===== config.mk =====
export PLATFORM = sky130hd
export DESIGN_NAME = i2c_scl_gen
export DESIGN_NICKNAME = d
export VERILOG_FILES = /design/src/rtl/i2c_sclgen_pkg.sv /design/src/rtl/i2c_sclgen_cfg.sv /design/src/rtl/i2c_sclgen_prescale.sv /design/src/rtl/i2c_sclgen_period.sv /design/src/rtl/i2c_sclgen_phase.sv /design/src/rtl/i2c_scl_gen.sv
export SDC_FILE = /design/constraint.sdc
export NUM_CORES = 1
export LEC_CHECK = 0
export CAP_MARGIN = 10
export CORE_MARGIN = 1.5
export CORE_UTILIZATION = 55
export CTS_BUF_LIST = sky130_fd_sc_hd__clkbuf_8
export CTS_CLUSTER_DIAMETER = 40
export DETAILED_ROUTE_END_ITERATION = 16
export PLACE_DENSITY = 0.84
export SYNTH_ARGS = -nofsm -noshare
export SYNTH_HDL_FRONTEND = slang
export SYNTH_SLANG_ARGS = --single-unit

===== constraint.sdc =====
create_clock -name clk_i -period 4.6 [get_ports clk_i]
set_input_delay 0.69 -clock clk_i [delete_from_list [all_inputs] [get_ports clk_i]]
set_output_delay 0.69 -clock clk_i [all_outputs]
set_load 0.05 [all_outputs]

===== src/rtl/i2c_sclgen_pkg.sv =====
`timescale 1ns/1ps
package i2c_sclgen_pkg;

  typedef enum logic [1:0] {
    PH_IDLE  = 2'd0,
    PH_SETUP = 2'd1,
    PH_LOW   = 2'd2,
    PH_HIGH  = 2'd3
  } scl_phase_e;

  // longest period in ticks for the given field widths
  function automatic int per_max(input int base, input int step,
                                 input int scgd_w, input int comp_w);
    return base + step * ((1 << scgd_w) - 1) + ((1 << comp_w) - 1);
  endfunction

  function automatic int imax(input int a, input int b);
    return (a > b) ? a : b;
  endfunction

endpackage


===== src/rtl/i2c_sclgen_cfg.sv =====
`timescale 1ns/1ps
module i2c_sclgen_cfg #(
  parameter int CDF_W  = 3,
  parameter int SCGD_W = 6,
  parameter int COMP_W = 5,
  localparam int CFG_W = CDF_W + SCGD_W
) (
  input  logic              clk_i,
  input  logic              rst_ni,
  input  logic [CFG_W-1:0]  cfg_i,
  input  logic              cfg_we_i,
  input  logic [COMP_W-1:0] comp_i,
  input  logic              load_i,
  output logic [CDF_W-1:0]  cdf_o,
  output logic [SCGD_W-1:0] scgd_o,
  output logic [COMP_W-1:0] comp_o
);

  logic [CFG_W-1:0]  pend_q;
  logic [CFG_W-1:0]  next_cfg;
  logic [CDF_W-1:0]  cdf_q;
  logic [SCGD_W-1:0] scgd_q;
  logic [COMP_W-1:0] comp_q;

  // a write in the START cycle is the one applied
  assign next_cfg = cfg_we_i ? cfg_i : pend_q;

  always_ff @(posedge clk_i or negedge rst_ni) begin
    if (!rst_ni) begin
      pend_q <= '0;
    end else if (cfg_we_i) begin
      pend_q <= cfg_i;
    end
  end

  always_ff @(posedge clk_i or negedge rst_ni) begin
    if (!rst_ni) begin
      cdf_q  <= '0;
      scgd_q <= '0;
      comp_q <= '0;
    end else if (load_i) begin
      cdf_q  <= next_cfg[CDF_W-1:0];
      scgd_q <= next_cfg[CFG_W-1:CDF_W];
      comp_q <= comp_i;
    end
  end

  assign cdf_o  = cdf_q;
  assign scgd_o = scgd_q;
  assign comp_o = comp_q;

endmodule


===== src/rtl/i2c_sclgen_prescale.sv =====
`timescale 1ns/1ps
module i2c_sclgen_prescale #(
  parameter int CDF_W = 3
) (
  input  logic             clk_i,
  input  logic             rst_ni,
  input  logic             run_i,
  input  logic [CDF_W-1:0] cdf_i,
  output logic             tick_o
);

  logic [CDF_W-1:0] cnt_q;

  assign tick_o = run_i && (cnt_q == cdf_i);

  always_ff @(posedge clk_i or negedge rst_ni) begin
    if (!rst_ni) begin
      cnt_q <= '0;
    end else if (!run_i || tick_o) begin
      cnt_q <= '0;
    end else begin
      cnt_q <= cnt_q + CDF_W'(1);
    end
  end

endmodule


===== src/rtl/i2c_sclgen_period.sv =====
`timescale 1ns/1ps
module i2c_sclgen_period #(
  parameter int SCGD_W     = 6,
  parameter int COMP_W     = 5,
  parameter int BASE_TICKS = 20,
  parameter int STEP_TICKS = 8,
  parameter int PER_W      = 10
) (
  input  logic [SCGD_W-1:0] scgd_i,
  input  logic [COMP_W-1:0] comp_i,
  output logic [PER_W-1:0]  low_len_o,
  output logic [PER_W-1:0]  high_len_o
);

  localparam logic [PER_W-1:0] BASE_C = PER_W'(BASE_TICKS);

  logic [PER_W-1:0] step_part;
  logic [PER_W-1:0] per;

  generate
    if ((STEP_TICKS & (STEP_TICKS - 1)) == 0) begin : g_step_shift
      localparam int SHIFT = $clog2(STEP_TICKS);
      assign step_part = PER_W'(scgd_i) << SHIFT;
    end else begin : g_step_mul
      assign step_part = PER_W'(scgd_i) * PER_W'(STEP_TICKS);
    end
  endgenerate

  assign per        = BASE_C + step_part + PER_W'(comp_i);
  // odd tick goes to the low phase
  assign low_len_o  = (per + PER_W'(1)) >> 1;
  assign high_len_o = per >> 1;

endmodule


===== src/rtl/i2c_sclgen_phase.sv =====
`timescale 1ns/1ps
module i2c_sclgen_phase
  import i2c_sclgen_pkg::*;
#(
  parameter int PER_W       = 10,
  parameter int SETUP_TICKS = 17
) (
  input  logic             clk_i,
  input  logic             rst_ni,
  input  logic             start_i,
  input  logic             stop_i,
  input  logic             setup_en_i,
  input  logic             tick_i,
  input  logic [PER_W-1:0] low_len_i,
  input  logic [PER_W-1:0] high_len_i,
  output logic             idle_o,
  output logic             scl_o,
  output logic             low_stb_o,
  output logic             high_stb_o
);

  localparam logic [PER_W-1:0] SETUP_LAST = PER_W'(SETUP_TICKS - 1);

  scl_phase_e       state_q;
  logic [PER_W-1:0] cnt_q;
  logic             stop_q;
  logic             low_stb_q;
  logic             high_stb_q;
  logic [PER_W-1:0] low_last;
  logic [PER_W-1:0] high_last;

  assign low_last  = low_len_i - PER_W'(1);
  assign high_last = high_len_i - PER_W'(1);

  always_ff @(posedge clk_i or negedge rst_ni) begin
    if (!rst_ni) begin
      state_q    <= PH_IDLE;
      cnt_q      <= '0;
      stop_q     <= 1'b0;
      low_stb_q  <= 1'b0;
      high_stb_q <= 1'b0;
    end else begin
      low_stb_q  <= 1'b0;
      high_stb_q <= 1'b0;
      if (stop_i && (state_q != PH_IDLE)) stop_q <= 1'b1;
      unique case (state_q)
        PH_IDLE: begin
          stop_q <= 1'b0;
          cnt_q  <= '0;
          if (start_i) begin
            if (setup_en_i) begin
              state_q <= PH_SETUP;
            end else begin
              state_q   <= PH_LOW;
              low_stb_q <= 1'b1;
            end
          end
        end
        PH_SETUP: begin
          if (tick_i) begin
            if (cnt_q == SETUP_LAST) begin
              cnt_q     <= '0;
              state_q   <= PH_LOW;
              low_stb_q <= 1'b1;
            end else begin
              cnt_q <= cnt_q + PER_W'(1);
            end
          end
        end
        PH_LOW: begin
          if (tick_i) begin
            if (cnt_q == low_last) begin
              cnt_q      <= '0;
              state_q    <= PH_HIGH;
              high_stb_q <= 1'b1;
            end else begin
              cnt_q <= cnt_q + PER_W'(1);
            end
          end
        end
        PH_HIGH: begin
          if (tick_i) begin
            if (cnt_q == high_last) begin
              cnt_q <= '0;
              // a stop is honoured only once the period has completed
              if (stop_q || stop_i) begin
                state_q <= PH_IDLE;
              end else begin
                state_q   <= PH_LOW;
                low_stb_q <= 1'b1;
              end
            end else begin
              cnt_q <= cnt_q + PER_W'(1);
            end
          end
        end
        default: state_q <= PH_IDLE;
      endcase
    end
  end

  assign idle_o     = (state_q == PH_IDLE);
  assign scl_o      = (state_q != PH_LOW);
  assign low_stb_o  = low_stb_q;
  assign high_stb_o = high_stb_q;

endmodule


===== src/rtl/i2c_scl_gen.sv =====
`timescale 1ns/1ps
module i2c_scl_gen
  import i2c_sclgen_pkg::*;
#(
  parameter int CDF_W       = 3,
  parameter int SCGD_W      = 6,
  parameter int COMP_W      = 5,
  parameter int BASE_TICKS  = 20,
  parameter int STEP_TICKS  = 8,
  parameter int SETUP_TICKS = 17,
  localparam int CFG_W      = CDF_W + SCGD_W
) (
  input  logic              clk_i,
  input  logic              rst_ni,
  input  logic [CFG_W-1:0]  cfg_i,
  input  logic              cfg_we_i,
  input  logic [COMP_W-1:0] comp_i,
  input  logic              setup_en_i,
  input  logic              start_i,
  input  logic              stop_i,
  output logic              tick_o,
  output logic              scl_o,
  output logic              scl_low_o,
  output logic              scl_high_o
);

  localparam int PER_BITS = $clog2(per_max(BASE_TICKS, STEP_TICKS, SCGD_W, COMP_W) + 2);
  localparam int SET_BITS = $clog2(SETUP_TICKS + 1);
  localparam int CNT_W    = imax(PER_BITS, SET_BITS);

  logic              idle;
  logic              run;
  logic              start_ok;
  logic [CDF_W-1:0]  act_cdf;
  logic [SCGD_W-1:0] act_scgd;
  logic [COMP_W-1:0] act_comp;
  logic [CNT_W-1:0]  low_len;
  logic [CNT_W-1:0]  high_len;

  assign run      = !idle;
  assign start_ok = start_i && idle;

  i2c_sclgen_cfg #(
    .CDF_W (CDF_W),
    .SCGD_W(SCGD_W),
    .COMP_W(COMP_W)
  ) u_cfg (
    .clk_i   (clk_i),
    .rst_ni  (rst_ni),
    .cfg_i   (cfg_i),
    .cfg_we_i(cfg_we_i),
    .comp_i  (comp_i),
    .load_i  (start_ok),
    .cdf_o   (act_cdf),
    .scgd_o  (act_scgd),
    .comp_o  (act_comp)
  );

  i2c_sclgen_prescale #(
    .CDF_W(CDF_W)
  ) u_prescale (
    .clk_i (clk_i),
    .rst_ni(rst_ni),
    .run_i (run),
    .cdf_i (act_cdf),
    .tick_o(tick_o)
  );

  i2c_sclgen_period #(
    .SCGD_W    (SCGD_W),
    .COMP_W    (COMP_W),
    .BASE_TICKS(BASE_TICKS),
    .STEP_TICKS(STEP_TICKS),
    .PER_W     (CNT_W)
  ) u_period (
    .scgd_i    (act_scgd),
    .comp_i    (act_comp),
    .low_len_o (low_len),
    .high_len_o(high_len)
  );

  i2c_sclgen_phase #(
    .PER_W      (CNT_W),
    .SETUP_TICKS(SETUP_TICKS)
  ) u_phase (
    .clk_i     (clk_i),
    .rst_ni    (rst_ni),
    .start_i   (start_i),
    .stop_i    (stop_i),
    .setup_en_i(setup_en_i),
    .tick_i    (tick_o),
    .low_len_i (low_len),
    .high_len_i(high_len),
    .idle_o    (idle),
    .scl_o     (scl_o),
    .low_stb_o (scl_low_o),
    .high_stb_o(scl_high_o)
  );

endmodule


==> metrics.md, run 1 <==
| Metric | Value |
|---|---|
| CP max stage cell | `fa_1` |
| Setup Viol. Count Final | `0` |
| Worst R2R Start | `u_cfg.scgd_o[0]` |
| Normalized max-slew margin | `40.9%` |
| YS warnings | `0` |
| Worst path top cell family by delay | `compound AO/OA/AOI/OAI gates` |
| Cell variety after synth | `75` |
| DRT Pass-1 Iters | `6` |
| Final Cycle Share | `90.1%` |
| Achievable frequency | `about 240 MHz` |
| Dpl hpwl | `5420 um` |
| Finished Core Util | `64.3%` |
| Top cells by area, synth | `dfrtp_1 (31%), xnor2_1 (8.0%), mux2_2 (6.2%), ha_1 (5.7%), nand2_1 (3.3%)` |
| Clock slew at reported path FFs | `80 ps` |
| Final hold viol count | `0` |
| Port bufs | `23` |
| All-layer global routing usage | `between 20% and 30%` |
| Clock skew | `7.30 ps` |
| CTS Hold Buffers Added | `0` |
| Syn-to-layout area delta | `10.2%` |
| Main combinational cell family by area after synthesis | `simple AND/OR/NAND/NOR gates` |
| Synth Cell Area | `3270 um^2` |
| Layout cell share with drive strength beyond 1 | `around 12%` |
| MaxCap Viol Count | `0` |
| Sequential fraction of the synthesis area | `31.4%` |
| Cell chain of the critical path | `ha_1 > ha_1 > inv_1 > fa_1 > nor4bb_4 > o211ai_1 > a211o_1 > a2bb2o_2 > a32oi_1 > a311oi_2 > o211a_1 > o21ai_2 > a2111oi_0 > nor2_1` |
| Worst reg2reg path depth | `14` |
| Main synth FF type | `dfrtp_1` |
| Routed length per placed instance | `between 15 and 20 um` |
| CP most frequent cell | `ha_1` |
| Postcts setup bufs | `0` |
| CP Launch Type | `flip-flop` |
| Nets@finish | `405` |
| Status | `finished clean` |
| Overflow after GRT | `0` |
| Synth Instances | `356` |
| Min Tclk post-route | `about 4100 ps` |
| Clock root buffer | `clkbuf_8` |
| CP Data Arrival Time | `4320 ps` |
| Final TNS setup | `0 ps` |
| Number of global-route vias before repair | `about 2,800` |
| Pin count of the biggest net entering global routing | `42` |
| Worst Hold Path Cells | `1` |
| Number of antenna-violating nets in the routed design | `0` |
| CORE AREA | `5610 um^2` |
| Hold Slack | `495 ps` |
| TritonCTS Buffers | `5` |
| Die area | `6420 um^2` |
| Post-synthesis compound-gate area fraction | `19.1%` |
| HP Start | `u_prescale.cnt_q[0]` |
| Filler instances | `490` |
| CTS tree | `built` |
| DRT iter0 DRCs | `256` |
| Die Ht | `80.1 um` |
| Hold Crit Class | `flip-flop to flip-flop` |
| Hold EP | `u_prescale.cnt_q[0]` |
| Post-synthesis mux area share | `6.20%` |
| Die width | `~80 um` |
| Synth area leader | `dfrtp_1` |
| RSZ-0062 raised after global routing | `false` |
| Later-pin clock latency in the skew report | `300 ps` |
| Net Count, Synth | `392` |
| Worst-path maximum fanout | `11` |
| Post-CTS sizing | `0` |
| Total Wirelength | `7200 um` |
| Bufs on Longest Clock Path | `2` |
| Initial antenna violation count | `0` |
| Post-synth EDFFs | `0` |
| Number of clock sinks | `41` |
| Post-synth top area share | `31.4%` |
| Worst R2R Setup Slack | `460 ps` |
| Avg Inst Size Synth | `9.19 um^2` |
| Antenna Cells | `0` |
| Initial core utilization | `58.3%` |
| Final count of pins violating max slew | `0` |
| Crit. End Element | `flip-flop` |
| Gpl congestion | `0.943` |
| Post-synthesis xor/xnor area fraction | `11.0%` |
| DRC Markers | `0` |
| Critical Path Max Stage Delay | `590 ps` |
| Post-synthesis simple-gate area fraction | `21.5%` |
| Vias | `2,747` |
| Site Rows | `27` |
| Crit Reg-Reg Endpoint | `u_phase.state_q[1]` |
| Crit path buf inv count | `1` |
| H-tree depth | `2` |
| I/O pin count | `24` |
| First-pass GRT wire length | `12,700 um` |
| Via density | `6.23` |
| Adder-Cell Fraction of Synth Area | `between 6 and 7%` |
| Post-synthesis async set-or-reset flop share | `100%` |
| WP data required | `4780 ps` |
| Crit path kind | `flip-flop to flip-flop` |
| Slew @ Worst Pin | `886 ps` |
| Post-synthesis register bit count | `41` |
cell families (layout without fill, tap and decap cells):
family,Yosys count,count (layout)
flip-flops,41,41
XOR/XNOR,36,36
AND/OR/NAND/NOR,125,125
AO/OA/AOI/OAI,87,87
adder cells (fa/ha/maj),16,16
buffers and inverters,33,46
multiplexers,18,18
placed cells by master, fill, tap and decap left out, types with 3 or more instances in the layout:
cell / count
dfrtp_1: 41
xnor2_1: 30
nand2_1: 29
nor2_1: 29
clkdlybuf4s50_1: 22
a21oi_1: 21
mux2_2: 18
o21ai_0: 16
inv_1: 15
ha_1: 15
nand3_1: 11
and3_1: 7
nor3_1: 5
o21ai_1: 5
and2_1: 5
o211a_1: 5
clkbuf_8: 5
nor2b_1: 4
nand4_1: 4
a211o_1: 3
nand3b_1: 3
or3_1: 3
o211ai_1: 3
nor3b_1: 3
o22ai_1: 3
a41oi_1: 3
nand2b_1: 3
how the worst max path moves through the flow:
stage	startpoint	end	slack [ps]	depth (start not counted)
2_1_floorplan	u_cfg.scgd_o[0]	u_phase.state_q[1]	840	15
3_3_place_gp	u_cfg.scgd_o[0]	u_phase.state_q[1]	660	14
3_5_place_dp	u_cfg.scgd_o[0]	u_phase.state_q[1]	520	14
4_1_cts	u_cfg.scgd_o[0]	u_phase.state_q[1]	480	14
5_1_grt	u_cfg.scgd_o[0]	u_phase.cnt_q[6]	150	15
6_report	u_cfg.scgd_o[0]	u_phase.state_q[1]	460	14
state kept, by name, indices dropped and copies added, names as in the netlist, 2 cells and up:
register / count
u_cfg.pend_q: 9
u_phase.state_q: 2
u_phase.cnt_q: 10
u_prescale.cnt_q: 3
u_cfg.comp_o: 5
u_cfg.cdf_o: 3
u_cfg.scgd_o: 6
layer usage:
| metal | track usage (%) | part of all wire, % | up-vias |
|---|---|---|---|
| met5 | 0 | 0 | - |
| met4 | 9.31 | 1.8 | 0 |
| met3 | 3.75 | 4.0 | 15 |
| met2 | 43.3 | 50 | 87 |
| met1 | 32.4 | 44 | 1331 |
| li1 | - | - | 1314 |
stage by stage:
step	area, um^2	std cells	setup slack [ps]
global route	3600	441	146
global placement	3500	434	663
CTS	3600	441	483
detailed placement	3500	434	523
finish	3600	441	456
floorplan	3270	356	842
area by class of cell:
class	instances	area, um^2	share of cell area [%]
Clock buffer	5	68.8	1.91
Clock inverter	2	35.0	0.972
Inverter	16	60.1	1.67
Sequential cell	41	1030	28.5
Tap cell	72	90.1	2.50
Timing Repair Buffer	23	225	6.25
Multi-Input combinational cell	282	2100	58.2
cells in the mapped netlist (all sizes together), types with 4 or more instances:
cell type,number
and2,5
dfrtp,41
o211a,5
clkbuf,13
ha,15
nor2,29
and3,7
nand4,4
xnor2,31
mux2,18
nand2,30
buf,4
o21ai,23
a21oi,22
inv,15
nor2b,4
nor3,5
nand3,11
or2,4
nor3b,4
Power of run 1 is left out: the tool's default activity adds up to more than one toggle a clock period on the data nets, which glitch-free logic cannot reach.
==> run 2: changes to the inputs <==
- CAP_MARGIN: 10 -> default
- CTS_CLUSTER_SIZE: default -> 40
==> results of run 2 <==
Final layout, timing and power as in run 1 (identical DEF).
Power of run 2 is left out for the same reason.
